File: src/rtl/sram_pkg.sv
package sram_pkg;
  typedef enum logic [1:0] {
    OP_IDLE  = 2'd0,
    OP_READ  = 2'd1,
    OP_WRITE = 2'd2
  } op_e;
endpackage

File: src/rtl/sram_ctrl.sv
module sram_ctrl
  import sram_pkg::*;
#(
  parameter int ADDR_W = 6,
  parameter int LANES  = 4,
  parameter int LANE_W = 9,
  localparam int DW    = LANES * LANE_W
) (
  input  logic              clk_i,
  input  logic              rst_ni,
  input  logic [ADDR_W-1:0] addr_i,
  input  logic              ce1_ni,
  input  logic              ce2_i,
  input  logic              ce3_ni,
  input  logic              gw_ni,
  input  logic              bw_ni,
  input  logic [LANES-1:0]  we_ni,
  input  logic              sleep_i,
  input  logic [DW-1:0]     d_i,
  output op_e               s1_op_o,
  output logic [ADDR_W-1:0] s1_addr_o,
  output logic [LANES-1:0]  s1_mask_o,
  output logic [DW-1:0]     s1_data_o
);
  logic             sel;
  logic             acc;
  logic [LANES-1:0] mask;
  op_e              op_d;

  assign sel = ~ce1_ni & ce2_i & ~ce3_ni;
  assign acc = sel & ~sleep_i;

  // full-word strobe overrides the per-lane path
  always_comb begin
    if (!gw_ni)      mask = '1;
    else if (!bw_ni) mask = ~we_ni;
    else             mask = '0;
  end

  always_comb begin
    if (!acc)       op_d = OP_IDLE;
    else if (|mask) op_d = OP_WRITE;
    else            op_d = OP_READ;
  end

  always_ff @(posedge clk_i or negedge rst_ni) begin
    if (!rst_ni) begin
      s1_op_o   <= OP_IDLE;
      s1_mask_o <= '0;
    end else begin
      s1_op_o   <= op_d;
      s1_mask_o <= acc ? mask : '0;
    end
  end

  always_ff @(posedge clk_i) begin
    s1_addr_o <= addr_i;
    s1_data_o <= d_i;
  end

  AST_SLEEP_BLOCKS: assert property (@(posedge clk_i) disable iff (!rst_ni)
    sleep_i |=> s1_op_o == OP_IDLE);
  AST_DESEL_IDLE: assert property (@(posedge clk_i) disable iff (!rst_ni)
    (ce1_ni || !ce2_i || ce3_ni) |=> s1_op_o == OP_IDLE);
  AST_GW_FULL: assert property (@(posedge clk_i) disable iff (!rst_ni)
    (!gw_ni && acc) |=> (s1_op_o == OP_WRITE && &s1_mask_o));
  AST_BYTE_SEL: assert property (@(posedge clk_i) disable iff (!rst_ni)
    (gw_ni && !bw_ni && acc) |=> s1_mask_o == ~$past(we_ni));
  AST_NO_WRITE: assert property (@(posedge clk_i) disable iff (!rst_ni)
    (gw_ni && (bw_ni || &we_ni) && acc) |=> (s1_op_o == OP_READ && s1_mask_o == '0));
endmodule

File: src/rtl/sram_array.sv
module sram_array #(
  parameter int ADDR_W = 6,
  parameter int LANES  = 4,
  parameter int LANE_W = 9,
  localparam int DEPTH = 1 << ADDR_W,
  localparam int DW    = LANES * LANE_W
) (
  input  logic              clk_i,
  input  logic              wr_en_i,
  input  logic [ADDR_W-1:0] wr_addr_i,
  input  logic [LANES-1:0]  wr_mask_i,
  input  logic [DW-1:0]     wr_data_i,
  input  logic [ADDR_W-1:0] rd_addr_i,
  output logic [DW-1:0]     rd_data_o
);
  for (genvar g = 0; g < LANES; g++) begin : g_lane
    logic [LANE_W-1:0] mem [DEPTH];

    always_ff @(posedge clk_i) begin
      if (wr_en_i && wr_mask_i[g]) mem[wr_addr_i] <= wr_data_i[g*LANE_W +: LANE_W];
    end

    assign rd_data_o[g*LANE_W +: LANE_W] = mem[rd_addr_i];
  end
endmodule

File: src/rtl/sram_outreg.sv
module sram_outreg
  import sram_pkg::*;
#(
  parameter int DW = 36
) (
  input  logic          clk_i,
  input  logic          rst_ni,
  input  op_e           s1_op_i,
  input  logic [DW-1:0] rd_data_i,
  input  logic          oe_ni,
  input  logic          sleep_i,
  output logic [DW-1:0] q_o,
  output logic          drive_o
);
  logic drv_q;

  always_ff @(posedge clk_i or negedge rst_ni) begin
    if (!rst_ni) drv_q <= 1'b0;
    else         drv_q <= (s1_op_i == OP_READ);
  end

  always_ff @(posedge clk_i) begin
    if (s1_op_i == OP_READ) q_o <= rd_data_i;
  end

  // pad enable is combinational in oe_ni and sleep_i
  assign drive_o = drv_q & ~oe_ni & ~sleep_i;

  AST_RD_DRIVE: assert property (@(posedge clk_i) disable iff (!rst_ni)
    (s1_op_i == OP_READ) |=> drv_q);
  AST_WR_QUIET: assert property (@(posedge clk_i) disable iff (!rst_ni)
    (s1_op_i == OP_WRITE) |=> !drive_o);
endmodule

File: src/rtl/pipe_sram.sv
module pipe_sram
  import sram_pkg::*;
#(
  parameter int ADDR_W = 6,
  parameter int LANES  = 4,
  parameter int LANE_W = 9,
  localparam int DW    = LANES * LANE_W
) (
  input  logic              clk_i,
  input  logic              rst_ni,
  input  logic [ADDR_W-1:0] addr_i,
  input  logic              ce1_ni,
  input  logic              ce2_i,
  input  logic              ce3_ni,
  input  logic              gw_ni,
  input  logic              bw_ni,
  input  logic [LANES-1:0]  we_ni,
  input  logic              oe_ni,
  input  logic              sleep_i,
  input  logic [DW-1:0]     d_i,
  output logic [DW-1:0]     q_o,
  output logic              drive_o
);
  op_e              s1_op;
  logic [ADDR_W-1:0] s1_addr;
  logic [LANES-1:0]  s1_mask;
  logic [DW-1:0]     s1_data;
  logic [DW-1:0]     rd_data;

  sram_ctrl #(.ADDR_W(ADDR_W), .LANES(LANES), .LANE_W(LANE_W)) i_ctrl (
    .clk_i, .rst_ni, .addr_i, .ce1_ni, .ce2_i, .ce3_ni,
    .gw_ni, .bw_ni, .we_ni, .sleep_i, .d_i,
    .s1_op_o(s1_op), .s1_addr_o(s1_addr), .s1_mask_o(s1_mask), .s1_data_o(s1_data)
  );

  sram_array #(.ADDR_W(ADDR_W), .LANES(LANES), .LANE_W(LANE_W)) i_array (
    .clk_i,
    .wr_en_i(s1_op == OP_WRITE),
    .wr_addr_i(s1_addr),
    .wr_mask_i(s1_mask),
    .wr_data_i(s1_data),
    .rd_addr_i(s1_addr),
    .rd_data_o(rd_data)
  );

  sram_outreg #(.DW(DW)) i_out (
    .clk_i, .rst_ni,
    .s1_op_i(s1_op),
    .rd_data_i(rd_data),
    .oe_ni, .sleep_i, .q_o, .drive_o
  );
endmodule

File: config.mk
export PLATFORM = sky130hd
export DESIGN_NAME = pipe_sram
export DESIGN_NICKNAME = d
export VERILOG_FILES = /design/src/rtl/sram_pkg.sv /design/src/rtl/sram_ctrl.sv /design/src/rtl/sram_array.sv /design/src/rtl/sram_outreg.sv /design/src/rtl/pipe_sram.sv
export SDC_FILE = /design/constraint.sdc
export NUM_CORES = 2
export LEC_CHECK = 0
export ABC_AREA = 1
export BUFFER_PORTS_ARGS = -buffer_cell sky130_fd_sc_hd__buf_2
export CAP_MARGIN = 20
export CORE_UTILIZATION = 42
export DETAILED_ROUTE_END_ITERATION = 16
export GPL_TIMING_DRIVEN = 0
export PLACE_DENSITY_LB_ADDON = 0.25
export SYNTH_ARGS = -nofsm -noshare
export SYNTH_HDL_FRONTEND = slang
export SYNTH_SLANG_ARGS = --single-unit
File: constraint.sdc
create_clock -name clk_i -period 2.4 [get_ports clk_i]
set_input_delay 0.24 -clock clk_i [delete_from_list [all_inputs] [get_ports clk_i]]
set_output_delay 0.24 -clock clk_i [all_outputs]
set_load 0.005 [all_outputs]
# Word-level counts from Yosys, hierarchy flattened

Memory sizes are Yosys's and may differ from the RTL's. A register that Yosys moved wholly into a read port is not among the register bits.
Index checks and enable logic that the tools add are counted.
W data, S select, Z words.

Flip-flop bits (word level): 49
Output and inout bits: 37
ROM bits: 0
Memories kept: 4
Memory bits (writable): 2,304
Input bits: 55
Bits in latches: 0
Word-level logic and storage cells: 39

Multipliers: 0
Shifts and indexed selects: 0
Bitwise logic cells: 10
$add $sub $neg: 0
Divide/modulo/power cells: 0
Reduce and logical (&&, ||, !) cells: 5
Eq/ne operators: 2
Mux-type cells: 13
Magnitude comparators: 0

Memory list:

| name                  | words | width | rd ports | clocked after memory_dff | wr ports | RTL line         | text |
|---|---|---|---|---|---|---|---|
| i_array.g_lane[0].mem | 64    | 9     | 1        | 1                        | 1        | sram_array.sv:17 | `logic [LANE_W-1:0] mem [DEPTH];` |
| i_array.g_lane[1].mem | 64    | 9     | 1        | 1                        | 1        | sram_array.sv:17 |  |
| i_array.g_lane[2].mem | 64    | 9     | 1        | 1                        | 1        | sram_array.sv:17 |  |
| i_array.g_lane[3].mem | 64    | 9     | 1        | 1                        | 1        | sram_array.sv:17 |  |

Operators by type and width:

| kind                 | count |
|---|---|
| $mux W4              | 3 |
| $mux W1              | 8 |
| $and A1 B1 Y1        | 5 |
| $logic_and A1 B1 Y1  | 4 |
| $mux W2              | 2 |
| $not A1 Y1           | 4 |
| $not A4 Y4           | 1 |
| $reduce_or A4 Y1     | 1 |
| $eq A2 B1 Y1 const B | 1 |
| $eq A2 B2 Y1 const B | 1 |

# Depth between registers and ports, before layout

Depth in word-level cells: 6
Depth in mapped cells: 15
Depth with buffers taken out: 11

# Modules after synthesis

Synthesis repeated with hierarchy kept, for this count alone.

Cell total of the unflattened synthesis: 7,960
Area, all modules: 95,560.4 um^2

By module, submodules not included:

| module      | area each (um^2) | seq. area each (um^2) | times used | cells an instance |
|---|---|---|---|---|
| sram_array  | 93,320.8         | 69,186.4              | 1          | 7,847 |
| sram_outreg | 1,131.1          | 1,106.1               | 1          | 43 |
| sram_ctrl   | 1,098.6          | 991.0                 | 1          | 68 |
| pipe_sram   | 10.0             | 0.0                   | 1          | 2 |

# Worst setup path after synthesis

OpenSTA, ideal clock, no wires.

Path kind: register to register
Start point: register i_ctrl.s1_op_o[1]
End point: register i_out.q_o[0] (read register of i_array.g_lane[0].mem), enable pin
Clock period less this slack: 2.471 ns
Slack: -0.071 ns
Buffers on the path: 1
Cell stages (with the launch flop): 3
Data arrival time: 2.040 ns
Library setup time: 0.431 ns
Cell sequence: dfrtp_1 > clkbuf_1 > nor2_1

Word-level cells in the longest chain between the ends: 1

Ends and longest elaborated chain:

| item                     | RTL line          | text |
|---|---|---|
| start: declaration       | sram_ctrl.sv:20   | `output op_e s1_op_o,` |
| start signal: assignment | sram_ctrl.sv:51   | `s1_op_o <= op_d;` |
| $eq A2 B1 Y1             | sram_outreg.sv:23 | `if (s1_op_i == OP_READ) q_o <= rd_data_i;` |
| end: declaration         | sram_outreg.sv:12 | `output logic [DW-1:0] q_o,` |

Every way passes these cells.

==> results_dict.tcl <==
set metrics [dict create \
    rows 179 \
    die_area_um2 241000 \
    rsz0062_at_grt "yes" \
    cp_max_fo 10 \
    fp.dieH_um 491 \
    synth_top_area_share_pct 70.0 \
    numCtsBuffers 241 \
    grt_first_pass_wirelength_um 511000 \
    syn-mean-instance-area_um2 10.2 \
    wl_per_cell_um 26.4 \
    final_core_util_pct 52.9 \
    grtUsageTotal_pct 30.1 \
    min-delay-start "d_i[20]" \
    die_width_um 491 \
    synthAdderAreaFrac_pct 0 \
    clock_latency_ns 0.92 \
    setup_ws_ns -0.0674 \
    peakVddDrop_mv 0.763 \
    cp_num_buf_inv 3 \
    synth_xor_area_share_pct 0 \
    dr_wl_met2_um 164000 \
    overflow 0 \
    whs_path_depth 2 \
    m1WireLength_um 139000 \
    dr.max_layer_used "met5" \
    firstDrtPassIters 14 \
    synth_cell_types 23 \
    stdcell_area_um2 126000 \
    place_ws_ns -1.82 \
    max-slew-margin-rel_pct 25.0 \
    layout_commonest_cell "nand2_1" \
    slew_violations 0 \
    ios 92 \
    r2r-start "i_ctrl.s1_addr_o[2]$_DFF_P_" \
    place.gp.congestion 1.02 \
    rr_worst_depth 9 \
    p_per_area_nw_per_um2 724 \
    synth-seq-cells 2389 \
    min_to "i_ctrl.s1_data_o[20]$_DFF_P_" \
    nets 10700 \
    netlist_top_cells_area "edfxtp_1 (70%), nand2_1 (24%), nor2_1 (1.3%)" \
    antenna_found_initial 36 \
    routed_via_density 5.32 \
    crit_arrival_ns 3.20 \
    fmax_mhz 405 \
    skew_ns 0.0682 \
    clock_sinks 2389 \
    cp_cell_sequence "buf_12, clkbuf_4, buf_2, nand2_1, nand2_1, nand2_1, nand2_1, nor2_1, nand2_2" \
    cp-end-kind "flop" \
    crit_top_cell "nand2_1" \
    start_util_pct 42.2 \
    p_leak_nw 51.8 \
    wl_met3_um 40800 \
    synth_top_family_by_area "simple AND/OR/NAND/NOR gates" \
    finalCritPeriodShare_pct 103 \
    synth_compound_area_share_pct 0.0723 \
    violations "design-rule violations, negative setup slack" \
    clockRootBuffer "clkbuf_16" \
    muxShareOfSynthArea_pct 0 \
    syn_to_final_growth_pct 25.2 \
    layout_common_cells "nand2_1 (6191), edfxtp_1 (2340), nor2_4 (312), clkbuf_16 (253), buf_12 (251)" \
    setup_viol_count_final 239 \
    worstMarginPinSlew_ns 1.13 \
    startpoint_type "flop" \
    num-fill-cells 20100 \
    worstSetupPathType "flop to flop" \
    hpwl_um 252000 \
    seq_area_frac_synth_pct 71.0 \
    reg2reg_to "i_out.q_o[34]$_DFFE_PP_" \
    yosys.area.top_type "edfxtp_1" \
    cts.reportedPaths.clkPinSlew_ns 0.06 \
    yosysWarnings 0 \
    ant_nets 0 \
    synth_cells 9842 \
    holdWs_ns 0.0313 \
    grt_max_degree 65 \
    placed_cell_area_um2 106000 \
    syn-num-nets 9897 \
    synthSimpleGateAreaFrac_pct 26.0 \
    p_total_mw 90.9 \
    fp.coreArea_um2 238000 \
    max_stage_delay_ns 0.51 \
    reg2reg_setup_slack_ns -0.07 \
    max_cap_viol_count 0 \
    drt_iter0_markers 10500 \
    crit_family "buffers and inverters" \
    wirelength_um 371000 \
    drive_gt1_share_pct 18.3 \
    cts.path.max_buffers 3 \
    cts_tree "built" \
    status "complete, but fails checks" \
    io_buffers 91 \
    crit_required_ns 3.14 \
    holdCritPathClass "input port to flop" \
    grt_pass1_vias 70800 \
    htreeDepth 4 \
    synth_area_um2 100000 \
    vias 74900 \
    hold_viol 0 \
    min_period_ns 2.47 \
    cpMaxStageDelayCell "buf_2" \
    drc 6 \
]
## power by group
part / total, mW / internal, mW / leakage, nW / switching (mW)
Sequential: 46.2 / 45.8 / 21.5 / 0.432
Combinational: 6.96 / 1.92 / 26.5 / 5.04
Clock: 37.7 / 21.0 / 3.79 / 16.7
## cell type report
class / count / area (um^2) / share of cell area, %
clock inverters: 149 / 1400 / 1.11
repair buffers: 578 / 8120 / 6.47
clock buffers: 309 / 6390 / 5.09
diodes: 20 / 50.0 / 0.0398
plain buffers: 506 / 4050 / 3.23
well taps: 3167 / 3960 / 3.15
inverters: 28 / 120 / 0.0956
multi-input cells: 6921 / 30100 / 23.9
flip-flops and latches: 2389 / 71400 / 56.9
## worst max path at each step
| stage | startpoint | cells past startpoint | end | slack (ns) |
|---|---|---|---|---|
| after global placement | i_ctrl.s1_addr_o[1]$_DFF_P_ | 9 | i_array.g_lane[3].mem[26][6]$_DFFE_PP_ | -2.11 |
| after detailed placement | i_ctrl.s1_addr_o[1]$_DFF_P_ | 8 | i_array.g_lane[3].mem[20][3]$_DFFE_PP_ | -1.82 |
| after CTS | i_ctrl.s1_addr_o[0]$_DFF_P_ | 14 | i_out.q_o[31]$_DFFE_PP_ | -0.08 |
| after floorplan | i_ctrl.s1_addr_o[1]$_DFF_P_ | 8 | i_array.g_lane[0].mem[4][0]$_DFFE_PP_ | 0.32 |
| final | i_ctrl.s1_addr_o[2]$_DFF_P_ | 9 | i_out.q_o[34]$_DFFE_PP_ | -0.07 |
| after global routing | i_ctrl.s1_addr_o[0]$_DFF_P_ | 15 | i_out.q_o[26]$_DFFE_PP_ | -0.08 |
## state kept, by name, summed over array words and instances (netlist names)
signal and flops:
i_ctrl.s1_mask_o 4, i_ctrl.s1_op_o 2, i_out.q_o 36, i_ctrl.s1_data_o 36, i_array.g_lane.mem 2304, i_out.drv_q 1, i_ctrl.s1_addr_o 6
## worst register-to-register path, cell delays in order (launching register included)
cell and delay, ns:
dfxtp_4 0.41, buf_12 0.18, clkbuf_4 0.44, buf_2 0.52
nand2_1 0.11, nand2_1 0.10, nand2_1 0.18, nand2_1 0.14
nor2_1 0.07, nand2_2 0.16
## synth_stat cells (all sizes together)
cell and count:
nor3b 1, buf 371, or2 6, nand2 6517, nor3 8, nor4 1, o21ai 7, dfxtp 42
clkbuf 136, o211ai 5, edfxtp 2340, inv 28, nand3 11, dfrtp 7, nand4 1, nor2 361
## per-stage QoR
| step | cells | setup TNS [ns] |
|---|---|---|
| after detailed placement | 13200 | -3305.40 |
| after global routing | 14100 | -2.35 |
| after global placement | 13100 | -6098.79 |
| final | 14100 | -5.63 |
| after floorplan | 9842 | 0 |
| after CTS | 14000 | -5.56 |
## routing by layer
| layer | vias to the layer above | GRT usage (%) |
|---|---|---|
| li1 | 33500 | - |
| met2 | 4354 | 46.1 |
| met3 | 1021 | 7.39 |
| met4 | 13 | 18.9 |
| met1 | 36000 | 38.5 |
| met5 | - | 0 |
## cell families (layout without fill, tap and decap cells)
family                 Yosys count  count (layout)
AOI/OAI and AO/OA               12              12
and+or+nand+nor               6906            6909
other                            0              20
DFF                           2389            2389
buffers and inverters          535            1570
## what timing repair did
action | in CTS | in global routing
setup endpoints to repair | 2340 | 2226
setup buffers | 290 | 25
endpoints found under the hold margin | 55 | 0
cloned | 1 | 13
hold buffers | 98 | 0
pin swaps | 241 | 91
gates resized for setup | 1114 | 477
Note: power is estimated with default switching activity, not from simulation.
